**src/rtl/vreg_pkg.sv**
```systemverilog
package vreg_pkg;

   localparam int DW   = 8;
   localparam int VA_W = 15;
   localparam int IX_W = 3;
   localparam int N_IX = 1 << IX_W;

   typedef enum logic [IX_W-1:0] {
      IX_CTRL  = 3'd0,
      IX_MASK  = 3'd1,
      IX_STAT  = 3'd2,
      IX_OADR  = 3'd3,
      IX_ODAT  = 3'd4,
      IX_SCRL  = 3'd5,
      IX_VADR  = 3'd6,
      IX_VDAT  = 3'd7
   } reg_ix_e;

   typedef struct packed {
      logic vbl;
      logic spr0;
      logic ovf;
   } stat_t;

endpackage

```
**src/rtl/vreg_decode.sv**
```systemverilog
module vreg_decode
   import vreg_pkg::*;
(
   input  logic [IX_W-1:0] ix,
   input  logic            wr,
   input  logic            rd,
   output logic [N_IX-1:0] wr_hit,
   output logic [N_IX-1:0] rd_hit
);

   for (genvar g = 0; g < N_IX; g++) begin : g_hit
      assign wr_hit[g] = wr && (ix == IX_W'(g));
      assign rd_hit[g] = rd && (ix == IX_W'(g));
   end

endmodule

```
**src/rtl/vreg_status.sv**
```systemverilog
module vreg_status
   import vreg_pkg::*;
(
   input  logic  clk,
   input  logic  pwr_up,
   input  logic  warm,
   input  logic  vbl_seed,
   input  logic  rst,
   input  logic  rd_stat,
   input  logic  ev_vbl_start,
   input  logic  ev_vbl_end,
   input  logic  ev_spr0,
   input  logic  ev_ovf,
   output stat_t flags,
   output logic  blk
);

   always_ff @(posedge clk) begin
      if (pwr_up) begin
         flags.vbl  <= warm ? 1'b1 : vbl_seed;
         flags.spr0 <= 1'b0;
         flags.ovf  <= 1'b0;
         blk        <= 1'b1;
      end else if (rst) begin
         blk        <= 1'b1;
      end else begin
         if (ev_vbl_start)
            flags.vbl <= 1'b1;
         else if (ev_vbl_end || rd_stat)
            flags.vbl <= 1'b0;

         if (ev_spr0)
            flags.spr0 <= 1'b1;
         else if (ev_vbl_end)
            flags.spr0 <= 1'b0;

         if (ev_ovf)
            flags.ovf <= 1'b1;
         else if (ev_vbl_end)
            flags.ovf <= 1'b0;

         if (ev_vbl_end)
            blk <= 1'b0;
      end
   end

endmodule

```
**src/rtl/vreg_addr.sv**
```systemverilog
module vreg_addr
   import vreg_pkg::*;
#(
   parameter int ROW_STRIDE = 32
) (
   input  logic            clk,
   input  logic            pwr_up,
   input  logic            warm,
   input  logic            rst,
   input  logic            blk,
   input  logic            wr_ctrl,
   input  logic            wr_scrl,
   input  logic            wr_vadr,
   input  logic            rd_stat,
   input  logic            data_acc,
   input  logic            big_step,
   input  logic [DW-1:0]   d,
   output logic [VA_W-1:0] v,
   output logic [VA_W-1:0] t,
   output logic [2:0]      fx
);

   localparam logic [VA_W-1:0] STEP_ROW = VA_W'(ROW_STRIDE);
   localparam logic [VA_W-1:0] STEP_ONE = VA_W'(1);

   logic            tog;
   logic            ok_ctrl, ok_scrl, ok_vadr;
   logic [VA_W-1:0] step;

   assign ok_ctrl = wr_ctrl && !blk;
   assign ok_scrl = wr_scrl && !blk;
   assign ok_vadr = wr_vadr && !blk;
   assign step    = big_step ? STEP_ROW : STEP_ONE;

   always_ff @(posedge clk) begin
      if (pwr_up) begin
         v   <= warm ? VA_W'(1) : '0;
         t   <= '0;
         fx  <= '0;
         tog <= 1'b0;
      end else if (rst) begin
         t   <= '0;
         fx  <= '0;
         tog <= 1'b0;
      end else begin
         if (ok_ctrl)
            t[11:10] <= d[1:0];

         if (ok_scrl) begin
            if (!tog) begin
               t[4:0] <= d[7:3];
               fx     <= d[2:0];
            end else begin
               t[14:12] <= d[2:0];
               t[9:5]   <= d[7:3];
            end
            tog <= ~tog;
         end

         if (ok_vadr) begin
            if (!tog) begin
               t[13:8] <= d[5:0];
               t[14]   <= 1'b0;
            end else begin
               t[7:0] <= d;
               v      <= {t[14:8], d};
            end
            tog <= ~tog;
         end

         if (data_acc)
            v <= v + step;

         if (rd_stat)
            tog <= 1'b0;
      end
   end

endmodule

```
**src/rtl/vreg_front.sv**
```systemverilog
module vreg_front
   import vreg_pkg::*;
#(
   parameter int          BUS_AW        = 13,
   parameter int          ROW_STRIDE    = 32,
   parameter logic [7:0]  WARM_OAM_ADDR = 8'h2F
) (
   input  logic              clk,
   input  logic              pwr_up,
   input  logic              warm,
   input  logic              vbl_seed,
   input  logic              rst,
   input  logic [BUS_AW-1:0] bus_addr,
   input  logic [7:0]        bus_wdata,
   input  logic              bus_wr,
   input  logic              bus_rd,
   output logic [7:0]        bus_rdata,
   input  logic              ev_vbl_start,
   input  logic              ev_vbl_end,
   input  logic              ev_spr0,
   input  logic              ev_ovf,
   output logic [7:0]        oam_addr_q,
   output logic              oam_we,
   output logic [7:0]        oam_wdata,
   input  logic [7:0]        oam_rdata,
   output logic              vram_we,
   output logic [7:0]        vram_wdata,
   input  logic [7:0]        vram_rdata,
   output logic [7:0]        ctrl_q,
   output logic [7:0]        mask_q,
   output logic [7:0]        status_q,
   output logic [14:0]       v_addr,
   output logic [14:0]       t_addr,
   output logic [2:0]        fine_x
);

   if (BUS_AW < IX_W) begin : g_bad_aw
      $error("vreg_front: BUS_AW must cover the register index");
   end
   if (ROW_STRIDE < 2 || ROW_STRIDE >= (1 << VA_W)) begin : g_bad_stride
      $error("vreg_front: ROW_STRIDE out of range");
   end

   logic [IX_W-1:0] ix;
   logic [N_IX-1:0] wr_hit, rd_hit;
   logic            warm_blk;
   stat_t           flags;
   logic [DW-1:0]   rbuf;
   logic            data_acc;

   assign ix = bus_addr[IX_W-1:0];

   if (BUS_AW > IX_W) begin : g_hi
      logic unused_hi;
      assign unused_hi = ^bus_addr[BUS_AW-1:IX_W];
   end

   logic unused_hits;
   assign unused_hits = ^{rd_hit[IX_CTRL], rd_hit[IX_MASK], rd_hit[IX_OADR],
                          rd_hit[IX_SCRL], rd_hit[IX_VADR], wr_hit[IX_STAT]};

   vreg_decode u_dec (
      .ix     (ix),
      .wr     (bus_wr),
      .rd     (bus_rd),
      .wr_hit (wr_hit),
      .rd_hit (rd_hit)
   );

   vreg_status u_stat (
      .clk          (clk),
      .pwr_up       (pwr_up),
      .warm         (warm),
      .vbl_seed     (vbl_seed),
      .rst          (rst),
      .rd_stat      (rd_hit[IX_STAT]),
      .ev_vbl_start (ev_vbl_start),
      .ev_vbl_end   (ev_vbl_end),
      .ev_spr0      (ev_spr0),
      .ev_ovf       (ev_ovf),
      .flags        (flags),
      .blk          (warm_blk)
   );

   assign data_acc = wr_hit[IX_VDAT] || rd_hit[IX_VDAT];

   vreg_addr #(.ROW_STRIDE(ROW_STRIDE)) u_addr (
      .clk      (clk),
      .pwr_up   (pwr_up),
      .warm     (warm),
      .rst      (rst),
      .blk      (warm_blk),
      .wr_ctrl  (wr_hit[IX_CTRL]),
      .wr_scrl  (wr_hit[IX_SCRL]),
      .wr_vadr  (wr_hit[IX_VADR]),
      .rd_stat  (rd_hit[IX_STAT]),
      .data_acc (data_acc),
      .big_step (ctrl_q[2]),
      .d        (bus_wdata),
      .v        (v_addr),
      .t        (t_addr),
      .fx       (fine_x)
   );

   always_ff @(posedge clk) begin
      if (pwr_up) begin
         ctrl_q     <= '0;
         mask_q     <= '0;
         rbuf       <= '0;
         oam_addr_q <= warm ? WARM_OAM_ADDR : 8'h00;
      end else if (rst) begin
         ctrl_q <= '0;
         mask_q <= '0;
         rbuf   <= '0;
      end else begin
         if (wr_hit[IX_CTRL] && !warm_blk)
            ctrl_q <= bus_wdata;
         if (wr_hit[IX_MASK] && !warm_blk)
            mask_q <= bus_wdata;
         if (wr_hit[IX_OADR])
            oam_addr_q <= bus_wdata;
         else if (wr_hit[IX_ODAT])
            oam_addr_q <= oam_addr_q + 8'd1;
         if (rd_hit[IX_VDAT])
            rbuf <= vram_rdata;
      end
   end

   assign status_q = {flags.vbl, flags.spr0, flags.ovf, 5'b0};

   wire live = !pwr_up && !rst;
   assign oam_we     = wr_hit[IX_ODAT] && live;
   assign oam_wdata  = bus_wdata;
   assign vram_we    = wr_hit[IX_VDAT] && live;
   assign vram_wdata = bus_wdata;

   always_comb begin
      bus_rdata = '0;
      if (bus_rd) begin
         unique case (reg_ix_e'(ix))
            IX_STAT: bus_rdata = status_q;
            IX_ODAT: bus_rdata = oam_rdata;
            IX_VDAT: bus_rdata = rbuf;
            default: bus_rdata = '0;
         endcase
      end
   end

endmodule

```
**config.mk**
```make
export PLATFORM = sky130hd
export DESIGN_NAME = vreg_front
export DESIGN_NICKNAME = d
export VERILOG_FILES = /design/src/rtl/vreg_pkg.sv /design/src/rtl/vreg_decode.sv /design/src/rtl/vreg_status.sv /design/src/rtl/vreg_addr.sv /design/src/rtl/vreg_front.sv
export SDC_FILE = /design/constraint.sdc
export NUM_CORES = 1
export LEC_CHECK = 0
export ABC_AREA = 1
export BUFFER_PORTS_ARGS = -buffer_cell sky130_fd_sc_hd__buf_2
export CORE_MARGIN = 10
export CORE_UTILIZATION = 45
export CTS_CLUSTER_SIZE = 40
export DETAILED_ROUTE_END_ITERATION = 8
export GPL_TIMING_DRIVEN = 0
export PLACE_DENSITY = 0.8
export SETUP_SLACK_MARGIN = 0.02
export SYNTH_ARGS = -nofsm -noshare
export SYNTH_HDL_FRONTEND = slang
export SYNTH_HIERARCHICAL = 1
export SYNTH_SLANG_ARGS = --single-unit
```
**constraint.sdc**
```tcl
create_clock -name clk -period 1.75 [get_ports clk]
set_input_delay 0.35 -clock clk [delete_from_list [all_inputs] [get_ports clk]]
set_output_delay 0.35 -clock clk [all_outputs]
set_load 0.02 [all_outputs]
```
Yosys cells after proc, flatten, opt, wreduce, memory -nomap -nowiden
Cells that the tools add are included.
{"block": "word_totals", "memories": 0, "latchBits": 0, "word_cells": 94, "ram_bits": 0, "mem_bits_ro": 0, "reg_bits": 70}
{"block": "op_classes", "n_div": 0, "mux": 33, "n_lt_le_gt_ge": 0, "reduce_logical": 37, "addsub": 2, "n_shift": 0, "n_bitwise": 2, "n_eq_ne": 8, "multipliers": 0}
{"op": "$mux W15", "n": 6}
{"op": "$mux W8", "n": 6}
{"op": "$pmux W8 S3", "n": 1}
{"op": "$logic_and A1 B1 Y1", "n": 16}
{"op": "$add A15 B15 Y15", "n": 1}
{"op": "$eq A3 B3 Y1 const B", "n": 4}
{"op": "$mux W3", "n": 4}
{"op": "$mux W6", "n": 2}
{"op": "$reduce_bool A3 Y1", "n": 4}
{"op": "$mux W10", "n": 1}
{"op": "$mux W5", "n": 2}
{"op": "$reduce_and A2 Y1", "n": 5}
{"op": "$mux W1", "n": 9}
{"op": "$add A8 B1 Y8 const B", "n": 1}
{"op": "$mux W7", "n": 1}
{"op": "$eq A3 B2 Y1 const B", "n": 2}
{"op": "$reduce_bool A2 Y1", "n": 3}
{"op": "$eq A3 B1 Y1 const B", "n": 1}
{"op": "$logic_not A1 Y1", "n": 3}
{"op": "$logic_not A3 Y1", "n": 1}
{"op": "$reduce_and A3 Y1", "n": 1}
{"op": "$reduce_or A3 Y1", "n": 1}
{"op": "$logic_or A1 B1 Y1", "n": 2}
{"op": "$mux W2", "n": 1}
{"op": "3 further kinds", "n": 4}

Logic depth before layout (Yosys ltp)
{"block": "logic_depth", "ltp_word": 7, "mapped_depth": 12, "mapped_depth_nobuf": 12}

Cells and area by module
Netlist, hierarchy kept.
{"mod": "vreg_addr", "seq_area_each_um2": 830.8, "instances": 1, "cells_each": 272, "area_each_um2": 1965.6}
{"mod": "vreg_front", "seq_area_each_um2": 720.7, "instances": 1, "cells_each": 239, "area_each_um2": 1793.0}
{"mod": "vreg_status", "seq_area_each_um2": 90.1, "instances": 1, "cells_each": 25, "area_each_um2": 176.4}
{"mod": "vreg_decode", "seq_area_each_um2": 0.0, "instances": 1, "cells_each": 30, "area_each_um2": 122.6}

Worst setup path after synthesis
OpenSTA, ideal clock, no wires.
{"block": "synth_path", "path_type": "input -> register", "startpoint": "in bus_rd", "endpoint": "reg u_addr.v[0] (enable)", "required_time_ns": 1.462, "path_stages": 8, "path_slack_ns": -0.047, "n_path_buf": 1, "t_arrival_ns": 1.509, "path_cell_list": "inv_1 -> nor2_1 -> buf_2 -> inv_2 -> nand2_1 -> inv_2 -> a21oi_1 -> or2_2"}
{"block": "synth_between", "elab_chain_cells": 4}
{"item": "from (decl)", "line_no": "vreg_front.sv:16", "text": "input logic bus_rd,"}
{"item": "$logic_and A1 B1 Y1 *", "line_no": "vreg_decode.sv:13", "text": "assign rd_hit[g] = rd && (ix == IX_W'(g));"}
{"item": "net rd_hit[7]", "line_no": "vreg_front.sv:45", "text": "logic [N_IX-1:0] wr_hit, rd_hit;"}
{"item": "$logic_or A1 B1 Y1 *", "line_no": "vreg_front.sv:85", "text": "assign data_acc = wr_hit[IX_VDAT] || rd_hit[IX_VDAT];"}
{"item": "net data_acc", "line_no": "vreg_front.sv:49", "text": "logic data_acc;"}
{"item": "$reduce_bool A3 Y1 (no source line)"}
{"item": "$reduce_and A3 Y1 (no source line) *"}
{"item": "to (signal assigned)", "line_no": "vreg_addr.sv:37", "text": "v <= warm ? VA_W'(1) : '0;"}
{"item": "to (signal assigned)", "line_no": "vreg_addr.sv:66", "text": "v <= {t[14:8], d};"}
{"item": "to (signal assigned)", "line_no": "vreg_addr.sv:72", "text": "v <= v + step;"}
{"item": "to (decl)", "line_no": "vreg_addr.sv:18", "text": "output logic [VA_W-1:0] v,"}
Mark *: on every way through the listed nets, which the timed path passes. The rest lies on a longest branch.
A chain may end at the register's enable or synchronous reset.

Final worst setup path
{"block": "layout_path", "startpoint": "reg u_addr.v[5]", "endpoint": "reg u_addr.v[9], data pin"}
{"block": "layout_between", "elab_chain_cells": 4}
{"item": "$add A15 B15 Y15", "line_no": "vreg_addr.sv:72"}
{"item": "$mux W15", "line_no": "vreg_addr.sv:71", "text": "if (data_acc)"}
{"item": "$mux W15", "line_no": "vreg_addr.sv:41", "text": "end else if (rst) begin"}
{"item": "$mux W15", "line_no": "vreg_addr.sv:36", "text": "if (pwr_up) begin"}
No other way between the ends. The select of a mux whose other input is x is not followed.

==> results.txt <==
The final setup violation count came out at 0. The startpoint type of the worst setup path is a flip-flop. The utilization after layout is 0.588.

The number of rows in the core area is 34. The die covers 13100 µm². The instance count after placement with tap cells included is 794. The number of search-and-repair iterations in the first detailed-routing pass is 5.

Counting along the longest clock path gives a buffer depth of 2. 139 I/O pins were placed. The cell family contributing the most delay on the critical path is simple AND/OR/NAND/NOR gates. The pin count of the biggest net entering global routing came out at 19. The clock skew came out at 0.00770 ns. The number of fill cells in the layout came out at 822.

After clock tree synthesis, the clock-pin slew on the worst setup and hold paths is 0.08 ns. The average cell area after synthesis is 7.21 µm². The total detailed-routing wirelength is 12700 µm. The critical path start-end classification is flip-flop to flip-flop. Walking the worst path, the cells encountered are ha_4 > nand2_4 > nor2_4 > nand2_2 > nand2_4 > nand2_2 > nand2_1 > nand2_1 > nor2_1 > nor2_1. The data arrival time at the worst-slack endpoint is 1.82 ns. After synthesis the cells add up to 4030 µm². The DRC violation count after routing came out at 0. The reg-to-reg startpoint is u_addr/v[5]$_SDFFCE_PP0P_.

Yosys printed 6 warnings. The leakage power figure came out at 2.48 nW. Dividing total power by cell area gives a power density of 712 nW/µm².

CTS saw 70 sinks. The sequential cell fraction of total power is 0.495. In this run the power spent charging and discharging nets is 0.00108 W. TritonCTS built the clock tree. For the worst setup path, the data required time is 1.84 ns. Hold timing on the final database bottoms out at a slack of 0.210 ns. For this block, the initial DRC count from the detailed router was 245. The total congestion overflow came out at 0.

The top cell types in the final layout, fill and taps aside, are nand2_1 (121), buf_2 (121), inv_1 (63). The run finished with clean final reports. The highest ir drop seen on vdd came out at 0.358 mV. The gate count after technology mapping came out at 559.

The detail-routed via count per cell came out at 5.21. The internal power of the cells totals 0.00257 W. The total CTS buffers came out at 9.

The net switching fraction of the power came out at 0.296. The horizontal extent of the die is 115 µm. Of the total power, the clock network draws 0.329. The critical path starts at u_addr/v[5]$_SDFFCE_PP0P_.

The total area inside the core boundary comes to 8720 µm². The initial core utilization is 0.462. The number of hold violations in the final report is 0. The worst-path maximum fanout came out at 4.

The slowest stage of the critical path is the edfxtp_1 cell. The number of antenna violations at the first check in global routing came to 0. Detailed placement ended at an HPWL of 9560 µm. The share of layout cells above drive strength 1 came out at 0.317. The number of antenna repair diodes is 0. The final max-slew violation count came out at 0. The number of routed nets with antenna violations is 0.

The final weighted congestion of routability-driven global placement came out at 0.884. The number of buffers inserted by port buffering is 123. The max-capacitance violation count is 0. The total number of vias came out at 4241. In this run the clock root is driven by a clkbuf_8. The tightest min-delay check is of the input pin to flip-flop type. The global router's overall resource usage came out at 0.185. The critical path capture point type is a flip-flop. The clock latency of the later-clocked register in the worst-skew pair came out at 0.34 ns. The finished layout holds 814 standard cells, fillers aside. The number of nets in the final layout came out at 753. Dividing the final minimum period by the clock period gives 0.988. Setup repair after global routing could not meet its margin everywhere. The floorplan step set the die height to 115 µm. The post-detailed-route wirelength per cell came out at 15.6 µm.

Timing would allow up to 578 MHz. The first-pass GRT wire length is 19900 µm. The largest incremental delay on the critical path is 0.45 ns. The deepest level of the CTS H-tree is 3. The minimum clock period came out at 1.73 ns. Together, buffers and inverters on the worst path number 0. The via count of the first global-routing pass came out at 4143.

The area growth from synthesis to layout is 27.1%. The combinational cell fraction of total power came out at 0.176. The startpoint identified for the worst hold timing path is ev_ovf.
==> worst paths after layout <==
check / end / slack, ns / depth (start not counted)
max: u_addr/v[9]$_SDFFCE_PP0P_ / 0.02 / 10
min reg2reg: ctrl_q[7]$_SDFFE_PP0P_ / 0.46 / 2
max reg2reg: u_addr/v[9]$_SDFFCE_PP0P_ / 0.02 / 10
min: u_stat/flags[0]$_SDFFE_PP0P_ / 0.21 / 3
==> layout make-up <==
cell class                      instances  area, µm²  share of cell area
Inverter                               79        299              0.0583
Multi-Input combinational cell        381       1940               0.379
Clock inverter                          3       18.8             0.00366
Clock buffer                           13        159              0.0310
Timing Repair Buffer                  126        646               0.126
Tap cell                              108        135              0.0264
Buffer                                 34        278              0.0542
Sequential cell                        70       1650               0.321
==> tightest hold or removal path: cells and delay by family <==
family | cells | cell delay, ns
buf+inv | 1 | 0.08
simple gates | 2 | 0.09
==> timing repair <==
| action | in CTS | in global routing |
|---|---|---|
| cloned | 1 | 0 |
| pin swaps | 0 | 8 |
| gates resized for setup | 5 | 28 |
| hold buffers | 0 | 0 |
| buffers inserted | 0 | 3 |
| endpoints found under the setup margin | 22 | 28 |
==> power by group through the flow <==
stage,clock (W),sequential [W],combinational (W)
finish,0.00120,0.00181,0.000642
CTS,0.00123,0.00180,0.000610
detailed placement,0,0.00184,0.000602
floorplan,0,0.00189,0.000321
global route,0.00131,0.00182,0.000702
global placement,0,0.00184,0.000593
==> per-stage QoR <==
step / worst slack [ns] / total power (W) / TNS [ns] / instance area [µm²]
after floorplan: 0.0365 / 0.00221 / 0 / 4050
after global placement: -0.425 / 0.00243 / -11.55 / 4800
after detailed placement: -0.450 / 0.00244 / -12.45 / 4800
after CTS: 0.00887 / 0.00364 / 0 / 4990
after global routing: -0.0655 / 0.00383 / -0.139 / 5120
final: 0.0206 / 0.00365 / 0 / 5120
==> flip-flops by register name (all words and copies together) (netlist names), named ones only <==
name          cells
u_addr/v         15
u_addr/t         13
ctrl_q            8
mask_q            8
oam_addr_q        8
rbuf              8
u_addr/fx         3
u_stat/flags      3
u_addr/tog        1
u_stat/blk        1
==> layer usage <==
layer  wire [µm]  up-vias  track usage
met1        5530     1927        0.234
li1            -     2096            -
met3        1180       25       0.0613
met2        5750      193        0.283
met4         245        0       0.0752
met5           0        -            0
No activity file was read; power rests on OpenSTA's default activity.
